$ cat config.mk
export PLATFORM = sky130hd
export DESIGN_NAME = prio_intc
export DESIGN_NICKNAME = d
export VERILOG_FILES = /design/src/rtl/intc_pkg.sv /design/src/rtl/intc_regs.sv /design/src/rtl/intc_pend.sv /design/src/rtl/intc_resolve.sv /design/src/rtl/prio_intc.sv
export SDC_FILE = /design/constraint.sdc
export NUM_CORES = 1
export LEC_CHECK = 0
export BUFFER_PORTS_ARGS = -buffer_cell sky130_fd_sc_hd__buf_2
export CAP_MARGIN = 20
export CORE_ASPECT_RATIO = 0.7
export CORE_UTILIZATION = 42
export CTS_CLUSTER_SIZE = 16
export DETAILED_ROUTE_END_ITERATION = 7
export GPL_ROUTABILITY_DRIVEN = 0
export PLACE_DENSITY_LB_ADDON = 0.25
export SYNTH_ARGS = -nofsm -noshare
export SYNTH_HDL_FRONTEND = slang
export SYNTH_HIERARCHICAL = 1
export SYNTH_SLANG_ARGS = --single-unit
$ cat constraint.sdc
create_clock -name clk -period 101 [get_ports clk]
set_clock_uncertainty 0.05 [all_clocks]
set_input_delay 5.05 -clock clk [delete_from_list [all_inputs] [get_ports clk]]
set_output_delay 5.05 -clock clk [all_outputs]
set_load 0.05 [all_outputs]
$ cat src/rtl/intc_pkg.sv
package intc_pkg;
  localparam int unsigned LVL_W        = 3;
  localparam int unsigned WORD_W       = 32;
  localparam int unsigned SPURIOUS_VEC = 24;

  typedef logic [LVL_W-1:0] lvl_t;

  typedef enum logic [1:0] {
    SP_PRIO  = 2'b00,
    SP_MASK  = 2'b01,
    SP_FORCE = 2'b10,
    SP_PEND  = 2'b11
  } space_e;
endpackage

$ cat src/rtl/intc_regs.sv
module intc_regs
  import intc_pkg::*;
#(
  parameter int unsigned NUM_SRC = 64,
  parameter int unsigned SRC_W   = 6
) (
  input  logic                          clk,
  input  logic                          rst_n,
  input  logic                          we_i,
  input  logic [SRC_W+1:0]              addr_i,
  input  logic [WORD_W-1:0]             wdata_i,
  input  logic [NUM_SRC-1:0]            pend_i,
  output logic [NUM_SRC-1:0][LVL_W-1:0] prio_o,
  output logic [NUM_SRC-1:0]            mask_o,
  output logic [NUM_SRC-1:0]            force_o,
  output logic [WORD_W-1:0]             rdata_o
);
  localparam int unsigned WORDS = NUM_SRC / WORD_W;
  localparam int unsigned WI_W  = (WORDS > 1) ? $clog2(WORDS) : 1;

  logic [NUM_SRC-1:0][LVL_W-1:0] prio_q, prio_d;
  logic [NUM_SRC-1:0]            mask_q, mask_d;
  logic [NUM_SRC-1:0]            force_q, force_d;

  space_e            space;
  logic [SRC_W-1:0]  src_sel;
  logic [WI_W-1:0]   word_sel;

  assign space    = space_e'(addr_i[SRC_W+1:SRC_W]);
  assign src_sel  = addr_i[SRC_W-1:0];
  assign word_sel = addr_i[WI_W-1:0];

  // next-state
  always_comb begin
    prio_d  = prio_q;
    mask_d  = mask_q;
    force_d = force_q;
    if (we_i) begin
      unique case (space)
        SP_PRIO: prio_d[src_sel] = wdata_i[LVL_W-1:0];
        SP_MASK: begin
          for (int w = 0; w < WORDS; w++)
            if (word_sel == WI_W'(w)) mask_d[w*WORD_W +: WORD_W] = wdata_i;
        end
        SP_FORCE: begin
          for (int w = 0; w < WORDS; w++)
            if (word_sel == WI_W'(w)) force_d[w*WORD_W +: WORD_W] = wdata_i;
        end
        default: ; // pending space is read-only
      endcase
    end
  end

  // registers
  always_ff @(posedge clk or negedge rst_n) begin
    if (!rst_n) begin
      prio_q  <= '0;
      mask_q  <= '1;
      force_q <= '0;
    end else if (we_i) begin
      prio_q  <= prio_d;
      mask_q  <= mask_d;
      force_q <= force_d;
    end
  end

  // readback
  always_comb begin
    rdata_o = '0;
    unique case (space)
      SP_PRIO: rdata_o = WORD_W'(prio_q[src_sel]);
      SP_MASK: begin
        for (int w = 0; w < WORDS; w++)
          if (word_sel == WI_W'(w)) rdata_o = mask_q[w*WORD_W +: WORD_W];
      end
      SP_FORCE: begin
        for (int w = 0; w < WORDS; w++)
          if (word_sel == WI_W'(w)) rdata_o = force_q[w*WORD_W +: WORD_W];
      end
      default: begin
        for (int w = 0; w < WORDS; w++)
          if (word_sel == WI_W'(w)) rdata_o = pend_i[w*WORD_W +: WORD_W];
      end
    endcase
  end

  assign prio_o  = prio_q;
  assign mask_o  = mask_q;
  assign force_o = force_q;

  AST_FORCE_HOLD: assert property (@(posedge clk) disable iff (!rst_n)
    $past(!we_i) |-> $stable(force_q)) else $error("force bits moved without a write");
endmodule

$ cat src/rtl/intc_pend.sv
module intc_pend #(
  parameter int unsigned NUM_SRC = 64,
  parameter int unsigned SRC_W   = 6
) (
  input  logic               clk,
  input  logic               rst_n,
  input  logic [NUM_SRC-1:0] src_i,
  input  logic [NUM_SRC-1:0] force_i,
  input  logic               clr_en_i,
  input  logic [SRC_W-1:0]   clr_id_i,
  output logic [NUM_SRC-1:0] pend_o
);
  logic [NUM_SRC-1:0] pend_q, pend_d, clr_vec, set_vec;

  always_comb begin
    clr_vec = '0;
    if (clr_en_i) clr_vec[clr_id_i] = 1'b1;
  end

  assign set_vec = src_i | force_i;

  // set wins over clear in the same cycle
  always_comb begin
    pend_d = set_vec | (pend_q & ~clr_vec);
  end

  always_ff @(posedge clk or negedge rst_n) begin
    if (!rst_n) pend_q <= '0;
    else        pend_q <= pend_d;
  end

  assign pend_o = pend_q;

  AST_PEND_STICKY: assert property (@(posedge clk) disable iff (!rst_n)
    ((~pend_q) & $past(pend_q) & ~$past(clr_vec)) == '0) else $error("pending lost without clear");
  AST_SET_WINS: assert property (@(posedge clk) disable iff (!rst_n)
    ((~pend_q) & $past(set_vec)) == '0) else $error("active source not pending");
endmodule

$ cat src/rtl/intc_resolve.sv
module intc_resolve
  import intc_pkg::*;
#(
  parameter int unsigned NUM_SRC = 64,
  parameter int unsigned SRC_W   = 6
) (
  input  logic                          clk,
  input  logic                          rst_n,
  input  logic [NUM_SRC-1:0]            pend_i,
  input  logic [NUM_SRC-1:0]            mask_i,
  input  logic [NUM_SRC-1:0][LVL_W-1:0] prio_i,
  input  lvl_t                          core_ipl_i,
  output lvl_t                          lvl_o,
  output logic [SRC_W-1:0]              id_o
);
  logic [NUM_SRC-1:0] cand;
  lvl_t               best_lvl, lvl_d, lvl_q;
  logic [SRC_W-1:0]   best_id, id_q;

  assign cand = pend_i & ~mask_i;

  // strict compare keeps the lowest index on ties; level 0 never wins
  always_comb begin
    best_lvl = '0;
    best_id  = '0;
    for (int i = 0; i < NUM_SRC; i++) begin
      if (cand[i] && (prio_i[i] > best_lvl)) begin
        best_lvl = prio_i[i];
        best_id  = SRC_W'(i);
      end
    end
    lvl_d = (best_lvl > core_ipl_i) ? best_lvl : '0;
  end

  always_ff @(posedge clk or negedge rst_n) begin
    if (!rst_n) begin
      lvl_q <= '0;
      id_q  <= '0;
    end else begin
      lvl_q <= lvl_d;
      id_q  <= best_id;
    end
  end

  assign lvl_o = lvl_q;
  assign id_o  = id_q;

  AST_ABOVE_IPL: assert property (@(posedge clk) disable iff (!rst_n)
    (lvl_q != '0) |-> (lvl_q > $past(core_ipl_i))) else $error("level not above core mask");
  AST_NO_CAND_NO_REQ: assert property (@(posedge clk) disable iff (!rst_n)
    ($past(cand) == '0) |-> (lvl_q == '0)) else $error("request without eligible source");
endmodule

$ cat src/rtl/prio_intc.sv
module prio_intc
  import intc_pkg::*;
#(
  parameter int unsigned NUM_SRC  = 64,
  parameter int unsigned VEC_BASE = 64,
  parameter int unsigned VEC_W    = 8,
  localparam int unsigned SRC_W   = $clog2(NUM_SRC),
  localparam int unsigned ADDR_W  = SRC_W + 2
) (
  input  logic               clk,
  input  logic               rst_n,
  input  logic [NUM_SRC-1:0] src_i,
  input  logic [2:0]         core_ipl_i,
  input  logic               cfg_we_i,
  input  logic [ADDR_W-1:0]  cfg_addr_i,
  input  logic [31:0]        cfg_wdata_i,
  output logic [31:0]        cfg_rdata_o,
  input  logic               clr_en_i,
  input  logic [SRC_W-1:0]   clr_id_i,
  input  logic               iack_i,
  output logic [2:0]         irq_level_o,
  output logic [VEC_W-1:0]   iack_vec_o
);
  logic [NUM_SRC-1:0][LVL_W-1:0] prio;
  logic [NUM_SRC-1:0]            mask, frc, pend;
  lvl_t                          lvl;
  logic [SRC_W-1:0]              win_id;

  intc_regs #(.NUM_SRC(NUM_SRC), .SRC_W(SRC_W)) u_regs (
    .clk(clk), .rst_n(rst_n), .we_i(cfg_we_i), .addr_i(cfg_addr_i),
    .wdata_i(cfg_wdata_i), .pend_i(pend), .prio_o(prio), .mask_o(mask),
    .force_o(frc), .rdata_o(cfg_rdata_o)
  );

  intc_pend #(.NUM_SRC(NUM_SRC), .SRC_W(SRC_W)) u_pend (
    .clk(clk), .rst_n(rst_n), .src_i(src_i), .force_i(frc),
    .clr_en_i(clr_en_i), .clr_id_i(clr_id_i), .pend_o(pend)
  );

  intc_resolve #(.NUM_SRC(NUM_SRC), .SRC_W(SRC_W)) u_res (
    .clk(clk), .rst_n(rst_n), .pend_i(pend), .mask_i(mask), .prio_i(prio),
    .core_ipl_i(core_ipl_i), .lvl_o(lvl), .id_o(win_id)
  );

  always_comb begin
    if (!iack_i)          iack_vec_o = '0;
    else if (lvl != '0)   iack_vec_o = VEC_W'(VEC_BASE) + VEC_W'(win_id);
    else                  iack_vec_o = VEC_W'(SPURIOUS_VEC);
  end

  assign irq_level_o = lvl;

  AST_IACK_RANGE: assert property (@(posedge clk) disable iff (!rst_n)
    (iack_i && (irq_level_o != '0)) |-> (iack_vec_o >= VEC_W'(VEC_BASE))) else $error("vector below base");
endmodule

* Yosys cells after proc, flatten, opt, wreduce, memory -nomap -nowiden
Cells that the tools add are included.
** Word-level totals
- Register bits :: 393
- Logic and storage cells :: 365
** Operators by class
- Add/sub/neg operators :: 1
- Magnitude comparators :: 69
- Equality and inequality tests :: 2
- Multiplexer cells :: 142
- Bitwise gates (word level) :: 7
- Reduce and logical (&&, ||, !) cells :: 73
** Operators with widths (number)
- 3-bit two-way mux :: 71
- 192-bit bitwise mux :: 1
- 3-bit greater-than comparator :: 64
- 6-bit two-way mux :: 32
- 64-bit AND :: 2
- 64-bit inverter :: 2
- 64-bit OR :: 2
- 32-bit two-way mux :: 3
- 32-bit case mux with 3 select lines :: 1
- 5-bit two-way mux :: 16
- 1-bit logical AND :: 66
- 64-bit two-way mux :: 1
- 4-bit two-way mux :: 8
- 3-bit binary-select mux with 6-bit select :: 1
- 3-bit demux with 6-bit select :: 1
- 8-bit two-way mux :: 2
- 6-bit by 7-bit less-than comparator with 1-bit output (second input constant) :: 2
- 6-bit by 1-bit >= comparator with 1-bit output (second input constant) :: 2
- 3-bit AND reduction :: 4
- 7-bit by 6-bit adder with 8-bit output (first input constant) :: 1
- 1-bit demux with 6-bit select :: 1
- 2-bit two-way mux :: 2
- 3-bit by 1-bit greater-than comparator with 1-bit output (second input constant) :: 1
- 3-bit nonzero test :: 1
- other kinds (6) :: 7

* Logic depth before layout (Yosys ltp)
Gate-level depths: netlist (run 1).
- Depth after elaboration :: 195
- Gate-level depth with buffers :: 448

* Modules after synthesis
Netlist (run 1), hierarchy kept.
** By module, submodules not included
- intc_regs :: times used 1, cells an instance 1172, area an instance 15627.5 um^2, seq. area each 8087.8 um^2
- intc_resolve :: times used 1, cells an instance 1607, area an instance 10391.2 um^2, seq. area each 225.2 um^2
- intc_pend :: times used 1, cells an instance 278, area an instance 2567.5 um^2, seq. area each 1601.5 um^2
- prio_intc :: times used 1, cells an instance 11, area an instance 73.8 um^2, seq. area each 0.0 um^2

* Worst setup path after synthesis (run 1)
No wires, ideal clock.
- Kind :: register to register
- From :: register u_regs.mask_q[0], in the netlist u_regs/mask_o[0]
- To :: register u_res.lvl_q[0], in the netlist u_res/lvl_o[0]
- Setup time :: 119 ps
- Arrival :: 77670 ps
- Required time :: 100831 ps
- Path slack :: 23161 ps
- Stages on the path, launching flop included :: 429
- Buffers on the path :: 1
- Cells stage by stage :: dfstp_2 nor2b_1 and2_1 ha_1 a31o_2 nor2_1 mux2_2 ha_1 nor2_1 a22oi_1 a211o_1 mux2_2 ha_1 or2_2 maj3_1 a21o_1 mux2_2 ha_1 [... 393 more ...] ha_1 nor2_1 inv_1 a222oi_1 o21ai_1 a21boi_2 mux2_2 ha_1 a311oi_1 o21ai_1 inv_1 o31ai_1 ha_1 a21o_1 a21oi_1 a31oi_1 o21ai_0 o21ba_1
** Between the ends
- Word-level cells in the longest chain between the ends :: 195
** Ends and longest elaborated chain
- start: declaration :: line intc_regs.sv:22 : logic [NUM_SRC-1:0] mask_q, mask_d;
- start signal: assignment :: line intc_regs.sv:62 : mask_q <= mask_d;
- 64-bit inverter * :: line intc_resolve.sv:20 : assign cand = pend_i & ~mask_i;
- 64-bit AND * :: line intc_resolve.sv:20
- 1-bit logical AND * :: line intc_resolve.sv:27 : if (cand[i] && (prio_i[i] > best_lvl)) begin
- 3-bit two-way mux * :: line intc_resolve.sv:27
- 3-bit greater-than comparator :: line intc_resolve.sv:27
- 1-bit logical AND :: line intc_resolve.sv:27
- 3-bit two-way mux * :: line intc_resolve.sv:27
- 3-bit greater-than comparator :: line intc_resolve.sv:27
- [... 180 more ...]
- 1-bit logical AND :: line intc_resolve.sv:27
- 3-bit two-way mux * :: line intc_resolve.sv:27
- 3-bit greater-than comparator :: line intc_resolve.sv:27
- 1-bit logical AND :: line intc_resolve.sv:27
- 3-bit two-way mux * :: line intc_resolve.sv:27
- 3-bit greater-than comparator :: line intc_resolve.sv:32 : lvl_d = (best_lvl > core_ipl_i) ? best_lvl : '0;
- 3-bit two-way mux * :: line intc_resolve.sv:32
- net u_res.lvl_d[0] :: line intc_resolve.sv:17 : lvl_t best_lvl, lvl_d, lvl_q;
- end signal: assignment :: line intc_resolve.sv:40 : lvl_q <= lvl_d;
- end: declaration :: line intc_resolve.sv:17
The timed path passes the listed nets; every way through them passes the cells marked *.
A chain may end at the register's enable or synchronous reset.

* Worst setup path in the final report (run 1)
Same ends and word-level chain as after synthesis.

==> flow_metrics.tcl, run 1 <==
set metrics [dict create \
    status "finished clean" \
    std_cell_rows 79 \
    worstSkewPairLatency_ns 0.58 \
    grt_pass1_wl_mm 153 \
    hold_class "reg -> reg" \
    vias 25900 \
    synth_top_area_share_pct 28.7 \
    grt.overflow.total 0 \
    yosysTopAreaCell "dfrtp_1" \
    diodes 0 \
    cts_root_buffer "clkbuf_16" \
    grt.total_usage_pct 28.9 \
    syn-num-nets 3256 \
    nets 3368 \
    drc 0 \
    place_ws_ns 12.66 \
    cp-start-kind "flop" \
    synth_edf_count 0 \
    portBuffers 159 \
    clock_path_buffers 3 \
    wl_mm 101 \
    synth_cells 3068 \
    reg2regPathDepth 430 \
    async_flop_share_pct 100 \
    min_path_cells 2 \
    nFillCells 6312 \
    use_met3_pct 7.93 \
    fin_crit_sh_pct 89.8 \
    worst_path_max_delay_cell "o311ai_0" \
    hpwlAfterDp_mm 74.3 \
    clk_pin_slew_ns 0.06 \
    area_delta_synth_final_pct 10.2 \
    slew_violations 0 \
    synthFlopType "dfrtp_1" \
    hold_viol 0 \
    finalSetupViolCount 0 \
    cts_htree_levels 2 \
    vias_per_cell 6.30 \
    routedWlPerCell_um 24.7 \
    end_kind "flop" \
    met2_usage_pct 39.4 \
    grt_antenna_before_repair 6 \
    dieArea_mm2 0.0693 \
    syn_avg_cell_area_um2 9.34 \
    drt_iter0_markers 3239 \
    fin_ws_ns 10.30 \
    drt_pre_antenna_iters 6 \
    coreArea_mm2 0.0669 \
    fmax_mhz 11.0 \
    postCtsSetupBuffers 0 \
    crit_top_cell "nor2_1" \
    hold_buffers 0 \
    timing.final.crit_period_ns 90.70 \
    ant_nets 0 \
    path_delay_family "compound AO/OA/AOI/OAI gates" \
    start_util_pct 42.8 \
    first_global_vias 23700 \
    drive_above_1_share_pct 26.6 \
    maxCapViolations 0 \
    crit_buf_inv 8 \
    synth_area_mm2 0.0287 \
    crit_fanout 9 \
    cts_tree "done" \
    worstMarginPinSlew_ns 1.20 \
    critPathRequiredTime_ns 101.43 \
    max-slew-margin-rel_pct 19.9 \
    busiest_layer "met1" \
    ys_types 137 \
    die_y_um 221 \
    fin_setup_tns_ns 0 \
    cts.sinks 393 \
    ys_warn_count 6 \
    cpPeakStageDelay_ns 0.75 \
    cts.repair.resized 0 \
    numCtsBuffers 41 \
    crit_type "reg -> reg" \
    synth_seq_area_share_pct 34.6 \
    cp_num_cells 430 \
    ys_ff_latch 393 \
    cp_data_arrival_time_ns 91.13 \
    grt_use_met1_pct 44.6 \
    rsz0062_at_grt "no" \
    synthTopCellsByArea "dfrtp_1 (29%), mux2_2 (15%), dfstp_2 (5.9%)" \
    grt_max_degree 79 \
    dieWidth_um 314 \
    io_pins 161 \
]
-- final cells by class --
class                      count  area (µm²)  share of cell area [%]
clock buffer                  60        1150                    3.63
clock inverter                15         218                   0.690
inverter                     110         413                    1.31
multi-input combinational   2452       17800                    56.3
sequential                   393        9910                    31.4
tap                          891        1110                    3.53
timing repair buffer         182         992                    3.14
-- synthesized netlist by cell type (all sizes together), types with 18 or more instances --
cell type  instances
mux2             396
nand2            334
dfrtp            329
nor2             287
o21ai            210
a21oi            121
inv              108
nor2b             73
ha                70
and2              69
nand3             66
a221oi            65
dfstp             64
buf               62
clkbuf            51
mux2i             50
a31oi             49
nor3              48
and3              45
o211ai            34
o22ai             33
a22oi             29
o21a              26
a21o              25
mux4              24
o31ai             21
or2               21
maj3              20
nand2b            20
nand4             20
or3               19
a21boi            18
-- worst register-to-register path: cells and delay by family (launching register included) --
| family | cells | cell delay [ns] |
|---|---|---|
| AO/OA/AOI/OAI | 158 | 34.78 |
| adder cells (fa/ha/maj) | 79 | 22.42 |
| flip-flops | 1 | 0.62 |
| AND/OR/NAND/NOR | 162 | 24.00 |
| multiplexers | 23 | 7.97 |
| buffers and inverters | 8 | 0.81 |
-- per-layer routing --
layer  vias up  wire length [µm]
li1      11700                 -
met1     12700             47500
met2      1331             39800
met3       131             11700
met4         2              2210
met5         -                13
-- worst paths after layout --
path	start	endpoint	slack (ns)
setup / recovery	u_regs/mask_o[0]$_DFFE_PN1P_	u_res/lvl_o[0]$_DFF_PN0_	10.30
hold reg to reg	u_regs/force_o[11]$_DFFE_PN0P_	u_pend/pend_o[11]$_DFF_PN0_	0.43
hold / removal	u_regs/force_o[11]$_DFFE_PN0P_	u_pend/pend_o[11]$_DFF_PN0_	0.43
max in group asynchronous	rst_n	u_regs/force_o[40]$_DFFE_PN0P_	93.54
setup reg to reg	u_regs/mask_o[0]$_DFFE_PN1P_	u_res/lvl_o[0]$_DFF_PN0_	10.30
min in group asynchronous	rst_n	u_regs/prio_o[76]$_DFFE_PN0P_	4.41
-- state kept, by name, indices dropped and copies added, names as in the netlist --
name,count
u_regs/force_o,64
u_res/lvl_o,3
u_regs/prio_o,192
u_res/id_o,6
u_pend/pend_o,64
u_regs/mask_o,64
-- kinds of logic (layout without fill, tap and decap cells) --
family | after synthesis | in the layout | synth area share [%]
and+or+nand+nor | 1091 | 1091 | 19.1
buffers and inverters | 223 | 367 | 3.45
muxes | 470 | 470 | 19.2
DFF | 393 | 393 | 34.6
other | 1 | 1 | 0.0131
AOI/OAI and AO/OA | 800 | 800 | 19.9
adders and majority gates | 90 | 90 | 3.76
-- cell usage in the layout (no fill, tap or decap), types with 66 or more instances in the layout --
cell type / instances
buf_2: 154
mux2_2: 383
nor2b_1: 69
nand2_1: 333
o21ai_0: 179
a21oi_1: 117
inv_1: 108
nor2_1: 281
and2_1: 66
dfrtp_1: 329
ha_1: 70
-- per-stage QoR --
step           utilization, %  cells  area [µm²]  hold WS (ns)
2_1_floorplan               -   3068       28700         0.391
3_3_place_gp             45.1   4027       30200         0.411
3_5_place_dp             45.1   4027       30200         0.418
4_1_cts                  47.2   4102       31600         0.427
5_1_grt                  47.2   4103       31600         0.446
6_report                 47.2   4103       31600         0.432
Power of run 1 is not shown: default switching activity piles up to over one toggle a cycle in this logic, so the estimate is an artifact.
==> run 2: changes to the inputs <==
Settings changed: CELL_PAD_IN_SITES_DETAIL_PLACEMENT set to 1, CELL_PAD_IN_SITES_GLOBAL_PLACEMENT set to 2, CORE_UTILIZATION 42 to 40.
==> run 2 against run 1 <==
Routed wire length increased by 15%. Design area increased by 0.94%. Critical path depth increased by 4. Die area increased by 5.0%. Via count increased by 2.3%. Critical endpoint unchanged. Count of clock-buffer cells in the layout decreased by 2. Hold slack got worse by 0.0020 ns.
==> flow_metrics.tcl, run 2 (same netlist as run 1, synthesis figures left out) <==
set metrics [dict create \
    layout_common_cells "mux2_2 (383), nand2_1 (333), dfrtp_1 (329), nor2_1 (281), o21ai_0 (179)" \
    fin_setup_tns_ns 0 \
    cts_root_buffer "clkbuf_16" \
    reg2regPathDepth 434 \
    grt_max_degree 154 \
    nets 3376 \
    startpoint "u_pend/pend_o[0]$_DFF_PN0_" \
    rsz0062_at_grt "no" \
    ant_nets 0 \
    finalSetupViolCount 0 \
    clk_pin_slew_ns 0.06 \
    vias 26400 \
    largest_reg_flops 192 \
    hold_slack_ns 0.430 \
    fin_crit_sh_pct 92.6 \
    worstMarginPinSlew_ns 1.24 \
    std_cell_rows 81 \
    cts.repair.resized 0 \
    fin_util_pct 45.3 \
    maxCapViolations 0 \
    grt.total_usage_pct 32.0 \
    hold_path_end "u_pend/pend_o[15]$_DFF_PN0_" \
    nFillCells 8104 \
    timing.final.crit_period_ns 93.50 \
    rrSetupSlack_ns 7.50 \
    io_pins 161 \
    min_path_cells 2 \
    cp_data_arrival_time_ns 93.95 \
    area_delta_synth_final_pct 11.2 \
    drc 0 \
    wl_mm 117 \
    drt_iter0_markers 2716 \
    hold_buffers 0 \
    fmax_mhz 10.7 \
    r2r_end "u_res/lvl_o[0]$_DFF_PN0_" \
    hpwlAfterDp_mm 86.8 \
    drive_above_1_share_pct 27.0 \
    diodes 0 \
    final_cell_area_mm2 0.0319 \
    portBuffers 159 \
    worst_path_max_delay_cell "a2111oi_0" \
    start_util_pct 40.7 \
    crit_type "reg -> reg" \
    worstSkewPairLatency_ns 0.60 \
    vias_per_cell 6.34 \
    cts.sinks 393 \
    max-slew-margin-rel_pct 17.0 \
    hold_viol 0 \
    path_delay_family "compound AO/OA/AOI/OAI gates" \
    cpPeakStageDelay_ns 0.67 \
    coreArea_mm2 0.0703 \
    crit_fanout 9 \
    layout_commonest_cell "mux2_2" \
    dieArea_mm2 0.0727 \
    routedWlPerCell_um 28.0 \
    grt_pass1_wl_mm 176 \
    critPathRequiredTime_ns 101.44 \
    r2r-start "u_pend/pend_o[0]$_DFF_PN0_" \
    cp-start-kind "flop" \
    cts_tree "done" \
    dpl_cell_area_mm2 0.0303 \
    hold_class "reg -> reg" \
    slew_violations 0 \
    status "finished clean" \
    drt_pre_antenna_iters 6 \
    grt_antenna_before_repair 2 \
    first_global_vias 26900 \
    clock_path_buffers 3 \
    numCtsBuffers 43 \
    grt.overflow.total 0 \
    timing.hold.worst.start "u_regs/force_o[15]$_DFFE_PN0P_" \
    die_y_um 226 \
    cts_htree_levels 2 \
    dieWidth_um 322 \
    crit_buf_inv 7 \
    crit_top_cell "nor2_1" \
    end_kind "flop" \
    postCtsSetupBuffers 0 \
]
-- run 2: cell types whose count changed in the layout (fill, tap and decap cells not counted), sizes merged --
| cell | delta |
|---|---|
| buf | +6 |
| clkinvlp | +2 |
| clkbuf | -2 |
| clkinv | -1 |
| bufinv | +2 |
| inv | +1 |
-- run 2: metal layers --
metal  global-route usage, %  wire [µm]  vias to the layer above
met1                    47.6      55700                    13600
met2                    46.4      48600                      983
met3                    6.03       8860                      164
met5                       0          0                        -
li1                        -          -                    11700
met4                    9.95       3480                        0
-- run 2: stage by stage --
stage / instances / setup slack (ns)
final: 4174 / 7.50
after global routing: 4174 / 0.526
after CTS: 4172 / 9.16
after detailed placement: 4095 / 9.64
after global placement: 4094 / 13.85
after floorplan: 3068 / 23.16
-- run 2: cell type report --
cell class	count	area, µm²	share of cell area, %
Timing Repair Buffer	188	1050	3.31
Clock inverter	19	300	0.942
Tap cell	954	1190	3.75
Clock buffer	58	1220	3.84
Multi-Input combinational cell	2452	17800	55.8
Sequential cell	393	9910	31.1
Inverter	110	413	1.30
-- run 2: worst reg2reg max path, delay by kind of cell (launching register included) --
family | cells | cell delay (ns)
AOI/OAI and AO/OA | 156 | 35.62
DFF | 1 | 0.41
and+or+nand+nor | 169 | 26.01
muxes | 22 | 7.77
adders and majority gates | 80 | 22.82
buffers and inverters | 7 | 0.66
-- run 2: how the worst max path moves through the flow --
stage | depth (start not counted) | slack, ns | to
after floorplan | 428 | 23.16 | u_res/lvl_o[0]$_DFF_PN0_
after global placement | 433 | 13.85 | u_res/lvl_o[0]$_DFF_PN0_
after detailed placement | 434 | 9.64 | u_res/lvl_o[0]$_DFF_PN0_
after CTS | 434 | 9.16 | u_res/lvl_o[0]$_DFF_PN0_
after global routing | 434 | 0.53 | u_res/lvl_o[0]$_DFF_PN0_
final | 434 | 7.50 | u_res/lvl_o[0]$_DFF_PN0_
Power of run 2 is left out for the same reason.
